$ cat config.mk
export PLATFORM = sky130hd
export DESIGN_NAME = rx_oversample_recovery
export DESIGN_NICKNAME = d
export VERILOG_FILES = /design/src/rtl/rxrec_pkg.sv /design/src/rtl/rxrec_edge_qual.sv /design/src/rtl/rxrec_phase.sv /design/src/rtl/rxrec_vote.sv /design/src/rtl/rx_oversample_recovery.sv
export SDC_FILE = /design/constraint.sdc
export NUM_CORES = 1
export LEC_CHECK = 0
export ABC_AREA = 1
export BUFFER_PORTS_ARGS = -buffer_cell sky130_fd_sc_hd__buf_4
export CORE_ASPECT_RATIO = 0.75
export CORE_MARGIN = 1.5
export CORE_UTILIZATION = 58
export DETAILED_ROUTE_END_ITERATION = 6
export MAX_ROUTING_LAYER = met4
export PLACE_DENSITY_LB_ADDON = 0.25
export SLEW_MARGIN = 0
export SYNTH_ARGS = -nofsm -noshare
export SYNTH_HDL_FRONTEND = slang
export SYNTH_SLANG_ARGS = --single-unit
$ cat constraint.sdc
create_clock -name clk -period 2.1 [get_ports clk]
set_clock_uncertainty 0.05 [all_clocks]
set_input_delay 0 -clock clk [delete_from_list [all_inputs] [get_ports clk]]
set_output_delay 0 -clock clk [all_outputs]
set_load 0.01 [all_outputs]
$ cat src/rtl/rxrec_pkg.sv
package rxrec_pkg;

    // Receiver controller states
    typedef enum logic [1:0] {
        ST_HUNT  = 2'd0,
        ST_START = 2'd1,
        ST_DATA  = 2'd2,
        ST_STOP  = 2'd3
    } rx_state_e;

endpackage

$ cat src/rtl/rxrec_edge_qual.sv
module rxrec_edge_qual #(
    parameter int HIST_LEN = 3
) (
    input  logic clk,
    input  logic rst_n,
    input  logic tick,
    input  logic sample,
    output logic hist_full,
    output logic edge_hit
);

    logic [HIST_LEN-1:0] hist_q;

    // History of the most recent ticked samples, cleared by reset
    always_ff @(posedge clk or negedge rst_n) begin
        if (!rst_n) begin
            hist_q <= '0;
        end else if (tick) begin
            hist_q <= {hist_q[HIST_LEN-2:0], sample};
        end
    end

    assign hist_full = &hist_q;
    assign edge_hit  = tick & ~sample & hist_full;

    // the history can only become full after a ticked high sample
    assert_hist_fill_R2: assert property (@(posedge clk) disable iff (!rst_n)
        $rose(hist_full) |-> $past(tick && sample))
        else $error("history filled without a ticked high sample");

endmodule

$ cat src/rtl/rxrec_phase.sv
module rxrec_phase #(
    parameter int OSR = 16,
    parameter int PW  = $clog2(OSR + 1)
) (
    input  logic          clk,
    input  logic          rst_n,
    input  logic          tick,
    input  logic          load,
    input  logic          run,
    output logic [PW-1:0] phase
);

    localparam logic [PW-1:0] PH_FIRST  = PW'(1);
    localparam logic [PW-1:0] PH_SECOND = PW'(2);
    localparam logic [PW-1:0] PH_LAST   = PW'(OSR);

    // phase holds the sample position of the next ticked sample
    always_ff @(posedge clk or negedge rst_n) begin
        if (!rst_n) begin
            phase <= PH_FIRST;
        end else if (tick) begin
            if (load) begin
                phase <= PH_SECOND;
            end else if (run) begin
                phase <= (phase == PH_LAST) ? PH_FIRST : phase + PW'(1);
            end
        end
    end

    // the phase never leaves the range 1..OSR
    assert_phase_range_R6: assert property (@(posedge clk) disable iff (!rst_n)
        (phase >= PH_FIRST) && (phase <= PH_LAST))
        else $error("phase out of range");

endmodule

$ cat src/rtl/rxrec_vote.sv
module rxrec_vote (
    input  logic clk,
    input  logic rst_n,
    input  logic tick,
    input  logic take_first,
    input  logic take_mid,
    input  logic take_last,
    input  logic sample,
    output logic decide,
    output logic majority,
    output logic split,
    output logic single_high
);

    logic [1:0] part_q;
    logic [1:0] total;

    // Running count of high samples among the first two voting positions
    always_ff @(posedge clk or negedge rst_n) begin
        if (!rst_n) begin
            part_q <= '0;
        end else if (tick) begin
            if (take_first) begin
                part_q <= {1'b0, sample};
            end else if (take_mid) begin
                part_q <= part_q + {1'b0, sample};
            end
        end
    end

    assign total       = part_q + {1'b0, sample};
    assign decide      = tick & take_last;
    assign majority    = total[1];
    assign split       = (total != 2'd0) && (total != 2'd3);
    assign single_high = (total == 2'd1);

endmodule

$ cat src/rtl/rx_oversample_recovery.sv
module rx_oversample_recovery
    import rxrec_pkg::*;
#(
    parameter int OSR       = 16,
    parameter int DATA_BITS = 8,
    parameter int HIST_LEN  = 3,
    parameter int CHK_A     = 3,
    parameter int CHK_B     = 5,
    parameter int CHK_C     = 7,
    parameter int VOTE_A    = OSR / 2
) (
    input  logic                 clk,
    input  logic                 rst_n,
    input  logic                 sample_tick,
    input  logic                 serial_in,
    input  logic                 flag_clear,
    output logic [DATA_BITS-1:0] rx_byte,
    output logic                 byte_ready,
    output logic                 data_full,
    output logic                 noise_flag,
    output logic                 frame_err,
    output logic                 overrun
);

    localparam int PW = $clog2(OSR + 1);
    localparam int BW = $clog2(DATA_BITS);

    localparam logic [PW-1:0] PH_CA    = PW'(CHK_A);
    localparam logic [PW-1:0] PH_CB    = PW'(CHK_B);
    localparam logic [PW-1:0] PH_CC    = PW'(CHK_C);
    localparam logic [PW-1:0] PH_VA    = PW'(VOTE_A);
    localparam logic [PW-1:0] PH_VB    = PW'(VOTE_A + 1);
    localparam logic [PW-1:0] PH_VC    = PW'(VOTE_A + 2);
    localparam logic [PW-1:0] PH_AFTER = PW'(VOTE_A + 3);
    localparam logic [PW-1:0] PH_LAST  = PW'(OSR);
    localparam logic [BW-1:0] LAST_BIT = BW'(DATA_BITS - 1);

    rx_state_e state_q, state_d;

    logic [PW-1:0]        phase;
    logic                 hist_full, edge_hit;
    logic                 hunting, in_start, in_data, in_stop, in_bits;
    logic                 start_go, bit_end;
    logic                 take_first, take_mid, take_last;
    logic                 vote_decide, vote_maj, vote_split, vote_single;
    logic                 start_noise, data_take, stop_done;
    logic                 noise_set, fe_set, ovr_set;
    logic [BW-1:0]        bit_q;
    logic [DATA_BITS-1:0] shreg_q;

    assign hunting  = (state_q == ST_HUNT);
    assign in_start = (state_q == ST_START);
    assign in_data  = (state_q == ST_DATA);
    assign in_stop  = (state_q == ST_STOP);
    assign in_bits  = in_data | in_stop;

    assign start_go = edge_hit & hunting;
    assign bit_end  = sample_tick & (phase == PH_LAST);

    // Start bit is checked at early phases; data and stop bits are voted
    // mid-bit; the start bit's mid-bit samples are never voted
    assign take_first = (in_start & (phase == PH_CA)) | (in_bits & (phase == PH_VA));
    assign take_mid   = (in_start & (phase == PH_CB)) | (in_bits & (phase == PH_VB));
    assign take_last  = (in_start & (phase == PH_CC)) | (in_bits & (phase == PH_VC));

    rxrec_edge_qual #(
        .HIST_LEN (HIST_LEN)
    ) u_edge (
        .clk       (clk),
        .rst_n     (rst_n),
        .tick      (sample_tick),
        .sample    (serial_in),
        .hist_full (hist_full),
        .edge_hit  (edge_hit)
    );

    rxrec_phase #(
        .OSR (OSR),
        .PW  (PW)
    ) u_phase (
        .clk   (clk),
        .rst_n (rst_n),
        .tick  (sample_tick),
        .load  (start_go),
        .run   (!hunting),
        .phase (phase)
    );

    rxrec_vote u_vote (
        .clk         (clk),
        .rst_n       (rst_n),
        .tick        (sample_tick),
        .take_first  (take_first),
        .take_mid    (take_mid),
        .take_last   (take_last),
        .sample      (serial_in),
        .decide      (vote_decide),
        .majority    (vote_maj),
        .split       (vote_split),
        .single_high (vote_single)
    );

    // Next-state logic
    always_comb begin
        state_d = state_q;
        unique case (state_q)
            ST_HUNT: begin
                if (start_go) state_d = ST_START;                       // edge_seen
            end
            ST_START: begin
                if (vote_decide && vote_maj) state_d = ST_HUNT;         // start_reject
                else if (bit_end)            state_d = ST_DATA;         // start_ok
            end
            ST_DATA: begin
                if (bit_end && (bit_q == LAST_BIT)) state_d = ST_STOP;  // last_bit_done
            end
            ST_STOP: begin
                if (vote_decide) state_d = ST_HUNT;                     // frame_done
            end
        endcase
    end

    // State register
    always_ff @(posedge clk or negedge rst_n) begin
        if (!rst_n) state_q <= ST_HUNT;
        else        state_q <= state_d;
    end

    assign start_noise = vote_decide & in_start & vote_single;
    assign data_take   = vote_decide & in_data;
    assign stop_done   = vote_decide & in_stop;
    assign noise_set   = start_noise | ((data_take | stop_done) & vote_split);
    assign fe_set      = stop_done & ~vote_maj;
    assign ovr_set     = stop_done & data_full;

    // Output and datapath registers
    always_ff @(posedge clk or negedge rst_n) begin
        if (!rst_n) begin
            bit_q      <= '0;
            shreg_q    <= '0;
            rx_byte    <= '0;
            byte_ready <= 1'b0;
            data_full  <= 1'b0;
            noise_flag <= 1'b0;
            frame_err  <= 1'b0;
            overrun    <= 1'b0;
        end else begin
            if (start_go) begin
                bit_q <= '0;
            end else if (in_data && bit_end) begin
                bit_q <= bit_q + BW'(1);
            end
            if (data_take) begin
                shreg_q <= {vote_maj, shreg_q[DATA_BITS-1:1]};
            end
            if (stop_done) begin
                rx_byte <= shreg_q;
            end
            byte_ready <= stop_done;
            data_full  <= (data_full  & ~flag_clear) | stop_done;
            noise_flag <= (noise_flag & ~flag_clear) | noise_set;
            frame_err  <= (frame_err  & ~flag_clear) | fe_set;
            overrun    <= (overrun    & ~flag_clear) | ovr_set;
        end
    end

    // a framing error appears together with the ready pulse
    assert_fe_with_ready_R7: assert property (@(posedge clk) disable iff (!rst_n)
        $rose(frame_err) |-> byte_ready)
        else $error("frame_err rose without byte_ready");

    // overrun only on a completion while the previous byte is pending
    assert_ovr_with_ready_R9: assert property (@(posedge clk) disable iff (!rst_n)
        $rose(overrun) |-> (byte_ready && $past(data_full)))
        else $error("overrun rose without a pending completion");

    // the ready strobe lasts a single clock
    assert_ready_pulse_R5: assert property (@(posedge clk) disable iff (!rst_n)
        byte_ready |=> !byte_ready)
        else $error("byte_ready longer than one clock");

    // a delivered byte is always marked pending
    assert_ready_full_R8: assert property (@(posedge clk) disable iff (!rst_n)
        byte_ready |-> data_full)
        else $error("byte_ready without data_full");

    // entering start verification needs a full high history and a ticked low
    assert_start_history_R2: assert property (@(posedge clk) disable iff (!rst_n)
        (in_start && ($past(state_q) == ST_HUNT)) |->
            $past(hist_full && !serial_in && sample_tick))
        else $error("start entered without qualified edge");

    // data votes never realign the phase counter
    assert_no_resync_R6: assert property (@(posedge clk) disable iff (!rst_n)
        (in_data && sample_tick && (phase == PH_VC)) |=> (phase == PH_AFTER))
        else $error("phase realigned after a data vote");

    // clocks without a tick hold the controller and phase
    assert_idle_hold_R10: assert property (@(posedge clk) disable iff (!rst_n)
        !sample_tick |=> ($stable(state_q) && $stable(phase) && $stable(rx_byte)))
        else $error("state moved without a tick");

endmodule

==> results of run 1 <==
stage by stage:
stage               instance area, um^2  worst slack [ns]  instances  total power, mW  hold slack [ns]
finish                             2093            0.3847        266            2.081          0.07180
global route                       2093            0.2054        266            2.239           0.1055
CTS                                2093            0.3978        266            2.081          0.06794
detailed placement                 1976            0.4032        255            1.599         -0.07001
global placement                   1976            0.4963        255            1.550         -0.07889
floorplan                          1821            0.5444        202            1.417          -0.3456
Yosys cell counts:
cell     count
o22ai_1      2
nand4_1      4
o21ai_2     14
buf_6        2
nor3b_1      1
o21a_1       1
nand2_1     55
inv_6        1
buf_2        1
a21oi_1      7
nand2_2      3
nand2_4      3
nor3_1       2
dfstp_2      1
nor2_2       1
o21ai_0      8
and2_1       1
xor2_1       2
nor2_1       8
nand3_1     10
dfrtp_1     35
inv_1       27
ha_1         8
o22ai_2      2
inv_2        1
nor2_4       2
sequential cells by signal (all words and copies together), names as in the netlist, 2 cells and up, named ones only:
| signal | cells |
|---|---|
| u_edge.hist_q | 3 |
| bit_q | 3 |
| u_phase.phase | 5 |
| shreg_q | 8 |
| u_vote.part_q | 2 |
| rx_byte | 8 |
worst max-delay path, delay by kind of cell, from the launching register on:
| kind | cells | cell delay, ns |
|---|---|---|
| and+or+nand+nor | 5 | 0.48 |
| DFF | 1 | 0.39 |
| buffers and inverters | 3 | 0.31 |
| adders and majority gates | 1 | 0.19 |
| AOI/OAI and AO/OA | 1 | 0.17 |
power by group through the flow:
| stage | combinational, mW | clock [mW] | sequential (mW) |
|---|---|---|---|
| global placement | 0.617 | 0 | 0.933 |
| detailed placement | 0.656 | 0 | 0.943 |
| floorplan | 0.501 | 0 | 0.915 |
| global route | 0.773 | 0.514 | 0.952 |
| CTS | 0.664 | 0.484 | 0.932 |
| finish | 0.666 | 0.480 | 0.935 |
kinds of logic (layout without fill, tap and decap cells):
group / Yosys count / in the layout / synth area share, %
DFF: 36 / 36 / 49.55
AOI/OAI and AO/OA: 34 / 34 / 13.33
buffers and inverters: 32 / 58 / 7.766
and+or+nand+nor: 90 / 90 / 22.89
xor gates and xnor gates: 2 / 2 / 0.9624
adders and majority gates: 8 / 8 / 5.499
path summary, 6_finish.rpt:
kind | depth (start not counted) | slack [ns] | end
min in group asynchronous | 2 | 0.15 | rx_byte[3]
max | 10 | 0.38 | state_q[0]
max reg2reg | 10 | 0.38 | state_q[0]
min | 4 | 0.07 | u_edge.hist_q[0]
max in group asynchronous | 2 | 1.51 | u_phase.phase[0]
min reg2reg | 2 | 0.44 | shreg_q[2]
layer usage:
metal	up-vias	wire, um	global-route usage [%]
li1	695	-	-
met2	38	1606	37.25
met5	-	0	-
met1	659	1591	31.36
met3	13	183	6.061
met4	0	90	11.22
final cells by class:
cell class | count | area [um^2] | share of cell area, %
inverters | 29 | 113.9 | 5.439
clock inverters | 3 | 18.77 | 0.8966
flip-flops and latches | 36 | 902.1 | 43.10
well taps | 38 | 47.55 | 2.271
repair buffers | 21 | 165.2 | 7.890
multi-input cells | 134 | 777.0 | 37.12
clock buffers | 5 | 68.82 | 3.288
==> results by group, run 1 <==
Outcome
  • Status: complete, no violations

Power
  • Switching Share: 38.36%
  • Worst vdd ir: 679.2 uV
  • P_leak: 1.106 nW
  • P_int: 1.283 mW
  • Switch Pwr: 0.7984 mW
  • Flop pwr share: 44.9%
  • Clk pwr share: 23.1%
  • Share of total power in combinational logic: 32.0%
  • P per Cell Area: 994.3 mW/mm^2

Clock network
  • Clock latency on the worst-skew pair: 0.29 ns
  • Reg clk slew, reported paths: 0.08 ns
  • PostCTS Resize Cnt: 0
  • Htree depth: 2
  • CTS root buffer: clkbuf_8
  • Hold buffers post-CTS: 3
  • Bufs on Longest Clock Path: 2
  • Post-CTS setup buffers: 0
  • CTS tree: yes
  • Cts bufs inserted: 5
  • CTS sink cnt: 36

Critical path
  • RR Startpoint: u_phase.phase[0]
  • CP startpoint kind: flop
  • WS Path Type: reg -> reg
  • CP max-delay cell: dfstp_2
  • Worst path cell trace: inv_1, ha_1, nand2_1, inv_1, nand2_1, o21ai_0, inv_1, nand2_1, nand4_1, and2_1
  • Critical Path RT: 2.23 ns
  • Crit path largest cell delay: 0.39 ns
  • CP max FO: 5
  • Crit path arrival time: 1.85 ns
  • Critical path origin: u_phase.phase[0]
  • CP Capture Type: flop

Logic synthesis
  • Sequential-to-total area share from yosys stat: 49.55%
  • Syn_area_per_cell: 9.012 um^2
  • Synth top area cells: dfrtp_1 (48%), nand2_1 (11%), o21ai_2 (6.7%), inv_1 (5.6%), ha_1 (5.5%)
  • Post-synthesis cell type count: 26
  • Cells after Synth: 202
  • FF+latch count, synth: 36
  • Area leader, netlist: dfrtp_1
  • Post-Syn Area: 0.001820 mm^2
  • YS warnings: 0
  • Mapped Nets: 215
  • Yosys top cell area share: 48.11%

Layout
  • # fillers: 221
  • Ant diodes: 0
  • Most frequent cells in the layout: nand2_1 (55), dfrtp_1 (35), inv_1 (27)
  • Commonest non-fill, non-tap cell in the layout: nand2_1
  • Share of layout cells above drive strength 1: 23.68%
  • Final-stage net count: 240
  • Synth-to-Final Area Change: 14.98%
  • Post-layout util: 70.80%

Hold path
  • Worst hold-check path type: in -> reg
  • HP Start: serial_in

STA
  • Final setup violation count: 0
  • Period Utilization, post-route: 81.68%
  • Least-Margin Pin Slew: 0.4504 ns
  • Setup TNS: 0 ns
  • RSZ-0062 raised after global routing: false
  • Relative slew slack: 69.98%
  • Tmin final: 1.715 ns
  • Final Max Slew Viols: 0
  • Fmax: 0.5830 GHz
  • Fin. Hold Viols: 0

Detailed routing
  • Routed Antenna Nets: 0
  • DR WL/cell: 13.05 um
  • DRC: 0
  • Initial DRT Pass Iterations: 4
  • Detailed Route WL: 3471 um
  • Initial drt markers: 75
  • Via count: 1405
  • Average via count per standard cell: 5.282

Placed design
  • Gpl congestion: 0.8896
  • Hpwl dp: 2567 um
  • IO buf count: 17

Floorplan
  • Die X: 67.69 um
  • Core area: 0.002957 mm^2
  • Row count: 17
  • Initial Util: 61.57%
  • Die ar.: 0.003487 mm^2
  • Top Ports: 18
  • Die Height: 51.52 um

Global route
  • Vias in the first global route: 1323
  • Gr usage total: 24.56%
  • Antenna violations before repair: 0
  • Largest net degree at the start of global routing: 37
  • First-pass GRT wire length: 5961 um
  • Remaining global-route overflow: 0

Job
  • Max cap viols: 0
Power figures use the tool's default switching activity.
==> inputs of run 2 (changes only) <==
--- a/config.mk
+++ b/config.mk
@@ -5,11 +5,11 @@
 export SDC_FILE = /design/constraint.sdc
 export NUM_CORES = 1
 export LEC_CHECK = 0
-export ABC_AREA = 1
+export ABC_AREA = 0
 export BUFFER_PORTS_ARGS = -buffer_cell sky130_fd_sc_hd__buf_4
 export CORE_ASPECT_RATIO = 0.75
 export CORE_MARGIN = 1.5
-export CORE_UTILIZATION = 58
+export CORE_UTILIZATION = 57
 export DETAILED_ROUTE_END_ITERATION = 6
 export MAX_ROUTING_LAYER = met4
 export PLACE_DENSITY_LB_ADDON = 0.25
==> constraint.sdc (replaced) <==
create_clock -name clk -period 1.76 [get_ports clk]
set_clock_uncertainty 0.05 [all_clocks]
set_input_delay 0 -clock clk [delete_from_list [all_inputs] [get_ports clk]]
set_output_delay 0 -clock clk [all_outputs]
set_load 0.01 [all_outputs]
==> run 2 against run 1 <==
Net effect:
- the flow now finishes with violations (setup timing)
- synthesized cell count is 26% lower
- flip-flop and latch count unchanged
- total power is 18% higher
- sequential power increased by 13%
- register-to-register slack got worse by 0.43 ns
- cell count shrank 15%
- synthesized area decreased by 2.1%
- global-route usage shrank 0.67 points
- clock-buffer cell count grew 3
- wire length up 18%
- fmax shrank 5.1%
- design area up 11%
==> results by group, run 2 <==
Clock network
  • Reg clk slew, reported paths: 0.07 ns (about the same)
  • CTS root buffer: clkbuf_8
  • CTS tree: yes
  • Cts bufs inserted: 5 (unchanged)
  • Clock latency on the worst-skew pair: 0.27 ns (-0.02 ns)
  • Htree depth: 2 (unchanged)
  • CTS sink cnt: 36 (unchanged)
  • Bufs on Longest Clock Path: 2 (unchanged)

STA
  • Setup TNS: -0.4152 ns (-0.4152 ns)
  • Fmax: 0.5533 GHz (-5.1%)
  • Final setup violation count: 14 (+14)
  • RSZ-0062 raised after global routing: true
  • Relative slew slack: 61.62% (-8.4 points)
  • WHS: 0.04295 ns (-0.02885 ns)
  • Worst setup margin: -0.04742 ns (-0.4321 ns)
  • Tmin final: 1.807 ns (+0.09214 ns)
  • Least-Margin Pin Slew: 0.5696 ns (+0.1193 ns)
  • Fin. Hold Viols: 0 (unchanged)
  • Period Utilization, post-route: 102.7% (+21 points)
  • Final Max Slew Viols: 0 (unchanged)

Power
  • P per Cell Area: 1058 mW/mm^2 (+6.4%)
  • Share of total power in combinational logic: 32.9% (+0.9 points)
  • P_int: 1.649 mW (+29%)
  • Switching Share: 32.87% (-5.5 points)
  • Flop pwr share: 43.1% (-1.8 points)
  • P_leak: 1.182 nW (+6.9%)
  • Clk pwr share: 23.9% (+0.8 points)
  • Switch Pwr: 0.8076 mW (+1.1%)
  • Worst vdd ir: 762.4 uV (+12%)
  • Tot Pwr: 2.457 mW (+18%)

Logic synthesis
  • Main combinational cell family by area after synthesis: simple AND/OR/NAND/NOR gates
  • Post-synthesis simple-gate area fraction: 14.33% (-8.6 points)
  • Most numerous cell in the Yosys netlist: dfrtp_1
  • Cells after Synth: 149 (-26%)
  • Yosys top cell area share: 49.16% (+1.0 points)
  • Synth top area cells: dfrtp_1 (49%), mux2_2 (11%), ha_1 (5.6%), o21ai_0 (2.2%), a221o_1 (1.7%)
  • YS warnings: 0 (unchanged)
  • Mapped Nets: 162 (-25%)
  • Mux share of post-synthesis cell area: 11.94% (+12 points)
  • Post-synthesis cell type count: 46 (+77%)
  • Adder-Cell Fraction of Synth Area: 5.618% (+0.12 points)
  • Number of flops mapped to enable cells by yosys: 0 (unchanged)
  • Synth cell count leaders: dfrtp_1 (35), mux2_2 (18), ha_1 (8), nand2_1 (8), o21ai_0 (8)
  • FF+latch count, synth: 36 (unchanged)
  • Synth Area in Compound Gates: 13.06% (-0.27 points)
  • Sequential-to-total area share from yosys stat: 50.63% (+1.1 points)
  • Area leader, netlist: dfrtp_1
  • Post-Syn Area: 0.001782 mm^2 (-2.1%)
  • Area share of xor/xnor cells in the synthesized design: 0.4916% (-0.47 points)
  • Share of synthesized registers carrying an async set or reset: 100.0% (unchanged)
  • Syn_area_per_cell: 11.96 um^2 (+33%)
  • Post-synth top flop: dfrtp_1

Layout
  • Post-layout instance area: 0.002322 mm^2 (+11%)
  • Ant diodes: 0 (unchanged)
  • Most frequent cells in the layout: dfrtp_1 (35), buf_4 (33), mux2_4 (12)
  • Final std cells w/o fill: 225 (-15%)
  • Final-stage net count: 199 (-17%)
  • Share of layout cells above drive strength 1: 44.39% (+21 points)
  • Post-layout util: 78.54% (+7.7 points)
  • Synth-to-Final Area Change: 30.34%
  • Top Registers: rx_byte x8, shreg_q x8, u_phase.phase x5
  • Commonest non-fill, non-tap cell in the layout: dfrtp_1

Floorplan
  • Row count: 17 (unchanged)
  • Die X: 67.56 um (-0.19%)
  • Initial Util: 60.26% (-1.3 points)
  • Die ar.: 0.003474 mm^2 (-0.39%)
  • Core area: 0.002957 mm^2 (unchanged)
  • Die Height: 51.42 um (-0.19%)
  • Top Ports: 18 (unchanged)

Placed design
  • Pre-CTS WS: -0.1287 ns (-0.5319 ns)
  • Inst Count DP: 209 (-18%)
  • Cell area after placement: 0.002006 mm^2 (+1.5%)
  • IO buf count: 17 (unchanged)
  • Hpwl dp: 2424 um (-5.6%)
  • Gpl congestion: 0.7891 (-11%)

Outcome
  • Status: finished, violations left
  • Failing checks: setup timing

Hold path
  • HP Start: sample_tick
  • Hold Path Cell Cnt: 2 (-2)
  • Worst hold-check path type: in -> reg
  • Worst Hold Path EP: u_edge.hist_q[0]

Critical path
  • WS Path Type: reg -> reg
  • Critical path origin: u_phase.phase[0]
  • CP max FO: 8 (+3)
  • R2r worst-path depth: 5 (-5)
  • Crit path arrival time: 1.92 ns (+0.07 ns)
  • CP startpoint kind: flop
  • RR Startpoint: u_phase.phase[0]
  • R2R setup slack: -0.05 ns (-0.43 ns)
  • R2r endpoint: shreg_q[6]
  • CP Capture Type: flop
  • Critical Path RT: 1.87 ns (-0.36 ns)

Global route
  • Remaining global-route overflow: 0 (unchanged)
  • Largest net degree at the start of global routing: 37 (unchanged)
  • Vias in the first global route: 1225 (-7.4%)
  • Gr usage total: 23.89% (-0.67 points)
  • First-pass GRT wire length: 5892 um (-1.2%)
  • Antenna violations before repair: 0 (unchanged)

Detailed routing
  • DR WL/cell: 18.23 um (+40%)
  • DR WL met3: 159 um (-13%)
  • DR top layer: met4
  • Average via count per standard cell: 5.911 (+12%)
  • Routed Antenna Nets: 0 (unchanged)
  • Detailed Route WL: 4101 um (+18%)
  • Via count: 1330 (-5.3%)
  • Initial drt markers: 91 (+21%)
  • M1 wire length: 1888 um (+19%)
  • DRC: 0 (unchanged)
  • Routed met2 length: 2024 um (+26%)
  • Initial DRT Pass Iterations: 4 (unchanged)

Job
  • Max cap viols: 0 (unchanged)
-- run 2: cells by family (layout without fill, tap and decap cells) --
group | Yosys count | after routing
DFF | 36 | 36
xor gates and xnor gates | 1 | 1
AOI/OAI and AO/OA | 31 | 31
muxes | 19 | 19
and+or+nand+nor | 40 | 41
buffers and inverters | 14 | 51
adders and majority gates | 8 | 8
-- run 2: area by class of cell --
class	count	area [um^2]
clock buffer	8	90.09
fill	167	634.4
inverter	7	28.78
multi-input combinational	100	975.9
sequential	36	902.1
tap	38	47.55
timing repair buffer	36	277.8
-- run 2: per-layer routing --
layer	vias up	track usage [%]
met5	-	-
met1	658	32.61
met4	0	7.483
met3	4	5.727
met2	48	35.46
li1	620	-
-- run 2: repair_timing --
item,in CTS,in global routing
hold buffers,3,0
pin swaps,2,9
setup endpoints to repair,24,28
endpoints found under the hold margin,39,0
gates resized for setup,5,32
gates cloned,0,1
setup buffers,2,2
-- run 2: critical path: stages, from the launching register on --
cell,delay [ns]
dfstp_2,0.58
inv_4,0.06
ha_2,0.18
and4b_2,0.29
nand3b_4,0.20
mux2_4,0.32
-- run 2: worst max path at each step --
stage | to | slack (ns) | cells after the start
2_1_floorplan | state_q[0] | 0.003 | 7
3_3_place_gp | u_vote.part_q[0] | -0.03 | 6
3_5_place_dp | bit_q[1] | -0.13 | 6
4_1_cts | rx_byte[2] | -0.05 | 5
5_1_grt | u_vote.part_q[0] | -0.14 | 6
6_report | shreg_q[6] | -0.05 | 5
-- run 2: power groups by stage --
| stage | Combinational [mW] | Sequential (mW) | Clock (mW) |
|---|---|---|---|
| CTS | 0.667 | 1.03 | 0.594 |
| finish | 0.809 | 1.06 | 0.588 |
| global route | 0.880 | 1.07 | 0.632 |
| detailed placement | 0.620 | 1.04 | 0 |
| floorplan | 0.440 | 0.997 | 0 |
| global placement | 0.587 | 1.04 | 0 |
==> inputs of run 3 (changes only) <==
--- a/config.mk
+++ b/config.mk
@@ -9,7 +9,7 @@
 export BUFFER_PORTS_ARGS = -buffer_cell sky130_fd_sc_hd__buf_4
 export CORE_ASPECT_RATIO = 0.75
 export CORE_MARGIN = 1.5
-export CORE_UTILIZATION = 57
+export CORE_UTILIZATION = 62
 export DETAILED_ROUTE_END_ITERATION = 6
 export MAX_ROUTING_LAYER = met4
 export PLACE_DENSITY_LB_ADDON = 0.25
==> constraint.sdc (replaced) <==
create_clock -name clk -period 2.2 [get_ports clk]
set_clock_uncertainty 0.05 [all_clocks]
set_input_delay 0 -clock clk [delete_from_list [all_inputs] [get_ports clk]]
set_output_delay 0 -clock clk [all_outputs]
set_load 0.01 [all_outputs]
==> run 3 against run 2 <==
Net effect:
- the run now ends clean
- critical path type unchanged
- register-to-register slack improved by 0.25 ns
- combinational power fell by 52%
- global-route usage rose by 1.1 points
- die area fell by 7.7%
- total power fell by 31%
- via count fell by 6.2%
==> results by group, run 3 (synthesis gave the netlist of run 2 again) <==
Outcome
  • Status: complete, no violations

Critical path
  • R2r endpoint: u_vote.part_q[0]
  • Critical Path RT: 2.32 ns (+0.45 ns)
  • Crit path largest cell delay: 0.57 ns (about the same)
  • CP startpoint kind: flop
  • RR Startpoint: u_phase.phase[0]
  • CP Capture Type: flop
  • CP Capture Point: u_vote.part_q[0]
  • Largest delay contributor family on the critical path: flip-flops
  • CP max FO: 5 (-3)
  • WS Path Type: reg -> reg
  • Cell count along the critical path: 4 (-1)
  • Worst path cell trace: ha_1, nor4bb_1, o211ai_1, o221a_2
  • R2R setup slack: 0.21 ns (+0.25 ns)
  • Critical path origin: u_phase.phase[0]
  • Crit path arrival time: 2.11 ns (+0.19 ns)
  • CP bufs+invs: 0 (-1)
  • R2r worst-path depth: 4 (-1)
  • CP max-delay cell: dfstp_2

Hold path
  • Worst hold-check path type: in -> reg
  • HP Start: sample_tick
  • Hold Path Cell Cnt: 2 (unchanged)

Layout
  • Final-stage net count: 184 (-7.5%)
  • Synth-to-Final Area Change: 14.82%
  • Ant diodes: 0 (unchanged)
  • Most frequent cells in the layout: dfrtp_1 (35), buf_4 (19), mux2_2 (18)
  • # fillers: 167 (unchanged)
  • Top Registers: rx_byte x8, shreg_q x8, u_phase.phase x5
  • Commonest non-fill, non-tap cell in the layout: dfrtp_1
  • Final std cells w/o fill: 208 (-7.6%)
  • Share of layout cells above drive strength 1: 29.65% (-15 points)
  • Post-layout instance area: 0.002046 mm^2 (-12%)
  • Post-layout util: 76.83% (-1.7 points)

Clock network
  • CTS tree: yes
  • CTS sink cnt: 36 (unchanged)
  • Clock latency on the worst-skew pair: 0.28 ns (about the same)
  • Reg clk slew, reported paths: 0.07 ns (about the same)
  • Post-CTS setup buffers: 0 (-2)
  • Bufs on Longest Clock Path: 2 (unchanged)
  • CTS root buffer: clkbuf_8
  • Cts bufs inserted: 5 (unchanged)
  • Htree depth: 2 (unchanged)

Power
  • P_int: 1.172 mW (-29%)
  • Clk pwr share: 27.3% (+3.4 points)
  • P per Cell Area: 834.5 mW/mm^2 (-21%)
  • P_leak: 1.050 nW (-11%)
  • Switching Share: 31.33% (-1.5 points)
  • Worst vdd ir: 576.0 uV (-24%)
  • Switch Pwr: 0.5349 mW (-34%)
  • Share of total power in combinational logic: 22.9% (-10 points)
  • Tot Pwr: 1.707 mW (-31%)
  • Flop pwr share: 49.8% (+6.7 points)

Global route
  • GRT met3 Usage: 6.236% (+0.51 points)
  • M1 GR Usage: 32.62% (about the same)
  • Vias in the first global route: 1224 (-0.082%)
  • Largest net degree at the start of global routing: 37 (unchanged)
  • GR peak layer: met2
  • Antenna violations before repair: 0 (unchanged)
  • Gr usage total: 24.96% (+1.1 points)
  • GR Layer Usage met2: 38.83% (+3.4 points)
  • First-pass GRT wire length: 5768 um (-2.1%)
  • Remaining global-route overflow: 0 (unchanged)

Placed design
  • Hpwl dp: 2392 um (-1.3%)
  • Gpl congestion: 0.8354 (+5.9%)
  • Inst Count DP: 197 (-5.7%)
  • IO buf count: 17 (unchanged)
  • Pre-CTS WS: 0.2926 ns (+0.4213 ns)
  • Cell area after placement: 0.001926 mm^2 (-4.0%)

Floorplan
  • Die Height: 49.43 um (-3.9%)
  • Initial Util: 66.92% (+6.7 points)
  • Core area: 0.002663 mm^2 (-9.9%)
  • Die ar.: 0.003208 mm^2 (-7.7%)
  • Row count: 16 (-1)
  • Die X: 64.90 um (-3.9%)
  • Top Ports: 18 (unchanged)

STA
  • Fmax: 0.5019 GHz (-9.3%)
  • Final setup violation count: 0 (-14)
  • Setup TNS: 0 ns (+0.4152 ns)
  • Worst setup margin: 0.2076 ns (+0.2550 ns)
  • Fin. Hold Viols: 0 (unchanged)
  • Tmin final: 1.992 ns (+0.1850 ns)
  • Least-Margin Pin Slew: 0.5571 ns (-0.01256 ns)
  • Relative slew slack: 62.33% (+0.71 points)
  • WHS: 0.03359 ns (-0.009359 ns)
  • RSZ-0062 raised after global routing: false
  • Final Max Slew Viols: 0 (unchanged)
  • Period Utilization, post-route: 90.57% (-12 points)

Detailed routing
  • Via count: 1247 (-6.2%)
  • Initial drt markers: 102 (+12%)
  • DRC: 0 (unchanged)
  • DR WL/cell: 16.50 um (-9.5%)
  • Average via count per standard cell: 5.995 (+1.4%)
  • Routed Antenna Nets: 0 (unchanged)
  • Detailed Route WL: 3432 um (-16%)
  • Initial DRT Pass Iterations: 5 (+1)

Job
  • Max cap viols: 0 (unchanged)
## run 3: changes by cell type in the layout (fill, tap and decap cells not counted), sizes merged
cell / change
nand3: -1
buf: -14
## run 3: worst min-delay path by stage
stage	end	slack [ns]
4_1_cts	u_edge.hist_q[0]	0.02
3_5_place_dp	bit_q[2]	-0.07
6_report	u_edge.hist_q[0]	0.03
3_3_place_gp	bit_q[2]	-0.08
5_1_grt	u_edge.hist_q[1]	0.03
2_1_floorplan	asynchronous set/reset pin	-0.35
## run 3: area by class of cell
| type | count | area [um^2] | area share [%] |
|---|---|---|---|
| Timing Repair Buffer | 22 | 172.7 | 8.440 |
| Clock buffer | 8 | 90.09 | 4.404 |
| Inverter | 7 | 26.28 | 1.284 |
| Multi-Input combinational cell | 99 | 809.5 | 39.57 |
| Sequential cell | 36 | 902.1 | 44.10 |
| Tap cell | 36 | 45.04 | 2.202 |
## run 3: repair_timing
item	CTS	global route
endpoints found under the hold margin	38	0
hold buffers	3	0
resized for setup	0	0
## run 3: power groups by stage
stage | sequential (mW) | clock, mW | combinational (mW)
floorplan | 0.796 | 0 | 0.349
global placement | 0.851 | 0 | 0.354
detailed placement | 0.858 | 0 | 0.381
CTS | 0.845 | 0.476 | 0.388
global route | 0.863 | 0.504 | 0.434
finish | 0.850 | 0.467 | 0.390
## run 3: routing by layer
| layer | vias to the layer above | part of all wire (%) | wire length [um] |
|---|---|---|---|
| li1 | 591 | - | - |
| met2 | 32 | 48 | 1657 |
| met1 | 617 | 46 | 1576 |
| met5 | - | 0 | 0 |
| met3 | 7 | 4.4 | 152 |
| met4 | 0 | 1.3 | 46 |
